--- config.mk ---
export PLATFORM = sky130hd
export DESIGN_NAME = dual_cc_timer
export DESIGN_NICKNAME = d
export VERILOG_FILES = /design/src/rtl/dual_cc_timer.sv
export SDC_FILE = /design/constraint.sdc
export NUM_CORES = 1
export LEC_CHECK = 0
export BUFFER_PORTS_ARGS = -buffer_cell sky130_fd_sc_hd__buf_4
export CAP_MARGIN = 5
export CORE_ASPECT_RATIO = 0.5
export CORE_MARGIN = 3
export CORE_UTILIZATION = 52
export CTS_BUF_LIST = sky130_fd_sc_hd__clkbuf_4 sky130_fd_sc_hd__clkbuf_8 sky130_fd_sc_hd__clkbuf_16
export CTS_CLUSTER_SIZE = 28
export DETAILED_ROUTE_END_ITERATION = 8
export GPL_TIMING_DRIVEN = 0
export MAX_ROUTING_LAYER = met4
export PLACE_DENSITY = 0.73
export SLEW_MARGIN = 15
export SYNTH_ARGS = -nofsm -noshare
export SYNTH_HDL_FRONTEND = slang
export SYNTH_SLANG_ARGS = --single-unit
--- constraint.sdc ---
create_clock -name clk -period 1.9 [get_ports clk]
set_clock_uncertainty 0.05 [all_clocks]
set_input_delay 0.19 -clock clk [delete_from_list [all_inputs] [get_ports clk]]
set_output_delay 0.19 -clock clk [all_outputs]
set_load 0.05 [all_outputs]
--- src/rtl/dual_cc_timer.sv ---
module dual_cc_timer #(
  parameter int W = 16
) (
  input  logic         clk,
  input  logic         rst_n,
  input  logic         run,
  input  logic         wr_en,
  input  logic         rd_en,
  input  logic [1:0]   addr,
  input  logic [W-1:0] wdata,
  output logic [W-1:0] rdata,
  output logic         rd_valid,
  input  logic         trig0,
  input  logic         trig1,
  output logic         irq0,
  output logic         irq1,
  output logic         tout,
  output logic         cfg_err
);
  localparam logic [W-1:0] TOP = '1;
  localparam logic [1:0] M_FREE = 2'd0, M_MCLR = 2'd1, M_TCLR = 2'd2;

  logic [W-1:0] cnt, r0, r1;
  logic         wrapped;
  logic         cap_md0, cap_md1, oen;
  logic [1:0]   cmode;

  logic wr0, wr1, wrc, cap0_ev, cap1_ev, m0, m1, clr;

  assign wr0 = wr_en && addr == 2'd1;
  assign wr1 = wr_en && addr == 2'd2;
  assign wrc = wr_en && addr == 2'd3;

  assign cap0_ev = run && cap_md0 && trig0;
  assign cap1_ev = run && cap_md1 && trig1 && !oen;

  assign m0 = run && !cap_md0 && cnt == r0 && (r0 != '0 || wrapped);
  assign m1 = run && !cap_md1 && cnt == r1 && (r1 != '0 || wrapped);

  assign clr = (cmode == M_MCLR && m0) || (cmode == M_TCLR && trig0);

  assign cfg_err = cmode == M_MCLR && r0 == '0;

  always_ff @(posedge clk) begin
    if (!rst_n) begin
      cnt     <= '0;
      wrapped <= 1'b0;
    end else if (!run) begin
      cnt     <= '0;
      wrapped <= 1'b0;
    end else if (clr) begin
      cnt     <= '0;
      wrapped <= 1'b0;
    end else begin
      cnt     <= cnt + 1'b1;
      wrapped <= cnt == TOP;
    end
  end

  always_ff @(posedge clk) begin
    if (!rst_n) begin
      r0 <= '0;
      r1 <= '0;
    end else begin
      if (cap0_ev)  r0 <= cnt;
      else if (wr0) r0 <= wdata;
      if (cap1_ev)  r1 <= cnt;
      else if (wr1) r1 <= wdata;
    end
  end

  always_ff @(posedge clk) begin
    if (!rst_n) begin
      cap_md0 <= 1'b0;
      cap_md1 <= 1'b0;
      cmode   <= M_FREE;
      oen     <= 1'b0;
    end else if (wrc) begin
      cap_md0 <= wdata[0];
      cap_md1 <= wdata[1];
      cmode   <= wdata[3:2];
      oen     <= wdata[4];
    end
  end

  always_ff @(posedge clk) begin
    if (!rst_n) begin
      irq0 <= 1'b0;
      irq1 <= 1'b0;
      tout <= 1'b0;
    end else begin
      irq0 <= m0;
      irq1 <= m1;
      if (!run)           tout <= 1'b0;
      else if (oen && m0) tout <= !tout;
    end
  end

  always_comb begin
    rdata = '0;
    case (addr)
      2'd0: rdata = cnt;
      2'd1: rdata = r0;
      2'd2: rdata = r1;
      default: rdata[4:0] = {oen, cmode, cap_md1, cap_md0};
    endcase
  end

  assign rd_valid = rd_en && !(addr == 2'd1 && cap0_ev) && !(addr == 2'd2 && cap1_ev);


  stop_clear_chk: assert property (@(posedge clk) disable iff (!rst_n)
    !run |=> cnt == '0);


  tout_stop_chk: assert property (@(posedge clk) disable iff (!rst_n)
    !run |=> !tout);


  stop_nocap_chk: assert property (@(posedge clk) disable iff (!rst_n)
    (!run && !wr0) |=> r0 == $past(r0));


  cmp_nocap_chk: assert property (@(posedge clk) disable iff (!rst_n)
    (!cap_md0 && !wr0) |=> r0 == $past(r0));


  shared_pin_chk: assert property (@(posedge clk) disable iff (!rst_n)
    (oen && !wr1) |=> r1 == $past(r1));


  match_clear_chk: assert property (@(posedge clk) disable iff (!rst_n)
    (irq0 && $past(cmode) == M_MCLR) |-> cnt == '0);
endmodule

==> metrics.md, run 1 <==
| Metric | Value |
|---|---|
| Status | complete, but fails checks |
| Failing checks | setup timing |
| Worst path cell trace | xor2_4, nor4_4, nand4_4, o31ai_4, buf_6, nor2_1 |
| Drt first pass iters | 6 |
| Core area | 0.00626 mm² |
| CTS tree | built |
| Seq cells post-synth | 57 |
| Post-Syn Area | 0.00347 mm² |
| Post-synth net total | 415 |
| Ys flop type | dfxtp_1 |
| Root Buffer | clkbuf_16 |
| Total wire length | 11,600 µm |
| Die Width | 121 µm |
| Period utilisation layout | 1.03 |
| Sequential share of the synthesized area | 0.329 |
| CTS Buf Count | 9 |
| Max-cap violations | 0 |
| Number of synthesized flops with an enable pin | 0 |
| First-pass GRT wire length | 18,200 µm |
| Share of layout cells above drive strength 1 | 0.309 |
| Number of nets in the layout | 480 |
| CP max stage delay | 440 ps |
| Pins Over Slew Limit | 0 |
| Port-buffer cells | 44 |
| YS warnings | 0 |
| Total gr overflow | 0 |
| Total Power | 3.60 mW |
| Die footprint | 0.00774 mm² |
| Initial antenna violation count | 0 |
| Arrival time worst endpoint | 2140 ps |
| H-tree Lvls | 3 |
| Average via count per standard cell | 6.22 |
| Antenna Cells | 0 |
| Final Hold Fails | 0 |
| Commonest non-fill, non-tap cell in the layout | buf_4 |
| Row cnt | 20 |
| Die Y | 63.7 µm |
| Final core occ | 0.724 |
| Hold path startpoint | wdata[4] |
| Routed via count | 3,389 |
| Clk Latency, worst-skew pair | 340 ps |
| GP Congestion | 0.967 |
| Clock Tree Buf Depth | 2 |
| RSZ-0062 raised after global routing | true |
| RR Startpoint | r0[13] |
| Final Critical Period | 1960 ps |
| Hold-fix buffers at CTS | 0 |
| Asr flop ratio synth | 0 |
| CP Data Required Time | 2080 ps |
| Pleak | 2.25 nW |
| Pin count of the biggest net entering global routing | 11 |
| Startpoint types | register |
| Final setup fails | 19 |
| DRC | 0 |
| Vias in the first global route | 3,343 |
| Antenna Nets Post-Route | 0 |
| Dpl cells | 521 |
| IO Pins | 46 |
| Slew headroom | 0.600 |
| Clock sink count | 57 |
| Slowest cell on crit path | o31ai_4 |
| Starting density of the core | 0.554 |
| Hold WC Path Type | primary input to register |
| Critical path class | register to register |
| PwrDens | 795 mW/mm² |
| Average cell area after synthesis | 8.91 µm² |
| Final setup margin | -63.0 ps |
| Routed len/inst | 21.3 µm |
| Worst Tran Pin Value | 600 ps |
| Count of different cell masters after synthesis | 38 |
| Reg clk slew, reported paths | 50 ps |
| Finished Layout Cells | 545 |
| Gate Count Post-Synth | 389 |
| DRT iter0 DRCs | 449 |
| Fmax | 509 MHz |
| Area delta synth->final | 30.6% |
| CP Max Fanout | 5 |
| Worst Setup SP | r0[13] |
| CP endpoint kind | register |
| Post-DP HPWL | 8180 µm |
| Peak VDD IR | 0.000496 V |
| Total GRT Usage | 0.319 |
| Leading cell types in the layout, fill and taps excluded | 57 x buf_4, 48 x nand2_1, 43 x dfxtp_1 |
==> repair_timing <==
item                       in CTS  in global routing
resized for setup              19                 43
cloned                          1                  0
hold endpoints to repair        0                  0
setup endpoints to repair      31                 32
pin swaps                      14                  8
setup buffers                   6                 10
==> area by class of cell <==
cell class	instances	area [µm²]
Clock buffer	11	253
Buffer	31	175
Tap cell	88	110
Clock inverter	3	65.1
Timing Repair Buffer	61	473
Sequential cell	57	1160
Fill cell	487	1730
Inverter	6	22.5
Multi-Input combinational cell	288	2270
==> flip-flops by register name, indices dropped and copies added (netlist names), 2 cells and up <==
signal / count
r0: 16
cnt: 16
r1: 16
cmode: 2
==> cell families (layout without fill, tap and decap cells) <==
logic type,count (synthesis),count (layout),synth area share
multiplexers,37,37,0.127
adder cells (fa/ha/maj),1,1,0.00361
AND/OR/NAND/NOR,154,154,0.227
buffers and inverters,44,112,0.0650
XOR/XNOR,46,46,0.121
AO/OA/AOI/OAI,50,50,0.127
flip-flops,57,57,0.329
==> power by group <==
group / total [mW] / leakage, nW / switching (mW) / internal, mW
registers: 1.29 / 0.470 / 0.0587 / 1.24
clock network: 1.77 / 0.157 / 0.570 / 1.20
logic: 0.538 / 1.62 / 0.307 / 0.232
==> per-stage QoR <==
stage	hold slack [ps]	area (µm²)	worst slack [ps]	setup TNS [ps]
finish	99.5	4530	-63.0	-933
global route	109	4530	-91.8	-1540
detailed placement	436	3910	-228	-3480
floorplan	302	3470	-14.0	-56.1
CTS	93.6	4350	-62.7	-741
global placement	420	3910	-182	-2460
==> final timing paths <==
kind | end | slack, ps | cells past startpoint
max | cnt[1] | -60 | 6
min | oen | 100 | 3
max reg2reg | cnt[1] | -60 | 6
min reg2reg | tout | 450 | 2
==> worst max-delay path, delay by kind of cell (launching register included) <==
kind                   cells  cell delay [ps]
AO/OA/AOI/OAI              1              440
XOR/XNOR                   1              190
buffers and inverters      1              200
AND/OR/NAND/NOR            3              610
flip-flops                 1              370
==> synthesized netlist by cell type, types with 2 or more instances <==
master | instances | area share
and3_1 | 2 | 0.0036
buf_2 | 12 | 0.017
mux2i_1 | 32 | 0.092
nor3_1 | 3 | 0.0043
nor4_4 | 3 | 0.018
nand4_1 | 9 | 0.016
inv_1 | 6 | 0.0065
dfxtp_1 | 57 | 0.33
nor2b_1 | 7 | 0.013
mux4_1 | 2 | 0.015
o211a_1 | 32 | 0.092
nor4_1 | 10 | 0.018
buf_6 | 6 | 0.019
xnor2_1 | 29 | 0.073
nor2_1 | 23 | 0.025
nand2_1 | 48 | 0.052
clkbuf_1 | 19 | 0.021
xor2_1 | 15 | 0.038
o21ai_0 | 11 | 0.016
nand3_1 | 42 | 0.061
xor2_2 | 2 | 0.0094
mux4_2 | 3 | 0.019
==> metal layers <==
metal  track usage  vias up  wire, µm
met3        0.0787       27      1190
met2         0.449      211      4980
li1              -     1498         -
met4         0.101        0       242
met5             -        -         0
met1         0.450     1653      5220
(Power assumes the default switching activity.)
==> run 2: changes to the inputs <==
--- a/config.mk
+++ b/config.mk
@@ -13,7 +13,8 @@
 export CTS_BUF_LIST = sky130_fd_sc_hd__clkbuf_4 sky130_fd_sc_hd__clkbuf_8 sky130_fd_sc_hd__clkbuf_16
 export CTS_CLUSTER_SIZE = 28
 export DETAILED_ROUTE_END_ITERATION = 8
-export GPL_TIMING_DRIVEN = 0
+export GPL_ROUTABILITY_DRIVEN = 0
+export GPL_TIMING_DRIVEN = 1
 export MAX_ROUTING_LAYER = met4
 export PLACE_DENSITY = 0.73
 export SLEW_MARGIN = 15
==> run 2 against run 1 <==
Net effect: design area decreased by 0.91%; count of clock-buffer cells in the layout up 1; first-iteration DRC count is 6.9% lower; largest cell class unchanged; via count is 0.80% higher; combinational power increased by 7.8%; the flow still finishes with violations (setup timing); largest power group unchanged; cell count is 1.7% lower; routed wire length shrank 2.1%; fmax down 1.2%; register-to-register slack about the same; die area unchanged; global-route usage decreased by 1.4 points; core utilization fell by 0.66 points.
==> metrics.md, run 2 (synthesis gave the netlist of run 1 again) <==
| Metric | Value |
|---|---|
| Post-route cell area | 0.00449 mm² |
| Die Y | 63.7 µm |
| Share of layout cells above drive strength 1 | 0.301 |
| First-pass GRT wire length | 17,600 µm |
| Finished Layout Cells | 536 |
| Arrival time worst endpoint | 1750 ps |
| DRC | 0 |
| Reg2reg path depth | 7 |
| Hold path startpoint | wdata[4] |
| Slew headroom | 0.523 |
| Reg clk slew, reported paths | 50 ps |
| Worst path cell trace | nor4_4, nand4_1, buf_4, nor2_4, buf_8 |
| CP Data Required Time | 1660 ps |
| Placed cell areas | 0.00396 mm² |
| Area delta synth->final | 29.4% |
| CTS tree | built |
| Final setup margin | -87.3 ps |
| IO Pins | 46 |
| Total Power | 3.40 mW |
| Clock Tree Buf Depth | 2 |
| PwrDens | 758 mW/mm² |
| CP Max Fanout | 4 |
| Dpl cells | 515 |
| Slowest cell on crit path | dfxtp_4 |
| Worst Tran Pin Value | 713 ps |
| Leading cell types in the layout, fill and taps excluded | 77 x buf_4, 48 x nand2_1, 43 x dfxtp_1 |
| Initial antenna violation count | 0 |
| Period utilisation layout | 1.05 |
| CP endpoint kind | primary output |
| Total wire length | 11,400 µm |
| Failing checks | setup timing |
| CP max stage delay | 370 ps |
| Worst Setup SP | r0[13] |
| Pin count of the biggest net entering global routing | 39 |
| Core area | 0.00626 mm² |
| Startpoint types | register |
| Clock sink count | 57 |
| FF/Latch Area | 0.00116 mm² |
| Die Width | 121 µm |
| Antenna Nets Post-Route | 0 |
| Status | complete, but fails checks |
| Routed via count | 3,416 |
| Peak VDD IR | 0.000378 V |
| Hold WC Path Type | primary input to register |
| FILL cells | 448 |
| Row cnt | 20 |
| Starting density of the core | 0.554 |
| Vias in the first global route | 3,252 |
| Regs by FF count | cnt (16), r0 (16), r1 (16) |
| Root Buffer | clkbuf_16 |
| Number of nets in the layout | 470 |
| Total gr overflow | 0 |
| Pleak | 2.29 nW |
| Total GRT Usage | 0.305 |
| Critical path class | register to primary output |
| Hold-fix buffers at CTS | 0 |
| DRT iter0 DRCs | 418 |
| Final Hold Fails | 0 |
| Total negative slack | -212 ps |
| Average via count per standard cell | 6.37 |
| Pins Over Slew Limit | 0 |
| CTS Buf Count | 9 |
| Fmax | 503 MHz |
| Commonest non-fill, non-tap cell in the layout | buf_4 |
| Area of the multi-input gates | 0.00224 mm² |
| Antenna Cells | 0 |
| H-tree Lvls | 3 |
| Routed len/inst | 21.2 µm |
| Hold path depth | 3 |
| RR Startpoint | r0[4] |
| RSZ-0062 raised after global routing | true |
| Drt first pass iters | 5 |
| Final Critical Period | 1990 ps |
| Final setup fails | 5 |
| Die footprint | 0.00774 mm² |
| Port-buffer cells | 45 |
| Post-DP HPWL | 7670 µm |
| Max-cap violations | 0 |
| Clk Latency, worst-skew pair | 340 ps |
run 2: critical path: cells and delay by family (launching register included):
family / cells / cell delay, ps
buf+inv: 2 / 370
flops: 1 / 370
simple gates: 3 / 660
run 2: per-layer routing:
layer / routed length [µm] / part of all wire / vias up / track usage
li1: - / - / 1482 / -
met1: 4710 / 0.41 / 1653 / 0.393
met2: 5010 / 0.44 / 238 / 0.448
met3: 1310 / 0.11 / 43 / 0.102
met4: 349 / 0.031 / 0 / 0.110
met5: 0 / 0 / - / -
run 2: final cells by class:
type	instances	area share
multi-input cells	288	0.499
flip-flops and latches	57	0.259
repair buffers	82	0.149
clock buffers	12	0.0594
well taps	88	0.0245
inverters	6	0.00502
clock inverters	3	0.00335
run 2: worst paths after layout:
kind,endpoint,slack (ps)
worst max-delay path,cfg_err,-90
worst min-delay path,oen,90
worst max register to register,cnt[11],-60
worst min register to register,tout,460
run 2: where the power goes:
part | internal (mW) | switching, mW | leakage, nW | total [mW]
combinational | 0.270 | 0.310 | 1.68 | 0.580
clock | 0.972 | 0.553 | 0.144 | 1.52
sequential | 1.24 | 0.0589 | 0.470 | 1.30
total | 2.48 | 0.921 | 2.29 | 3.40
run 2: through the flow:
stage	util	setup WS [ps]	hold slack, ps
6_report	0.717	-87.3	86.1
5_1_grt	0.717	-134	119
4_1_cts	0.695	-108	81.6
3_5_place_dp	0.633	-122	428
3_3_place_gp	0.633	-31.4	422
2_1_floorplan	-	-14.0	302
run 2: what timing repair did:
action	CTS	global route
pin swaps	3	15
gates resized for setup	13	26
setup endpoints to repair	18	5
buffers inserted	3	4
cloned	0	1
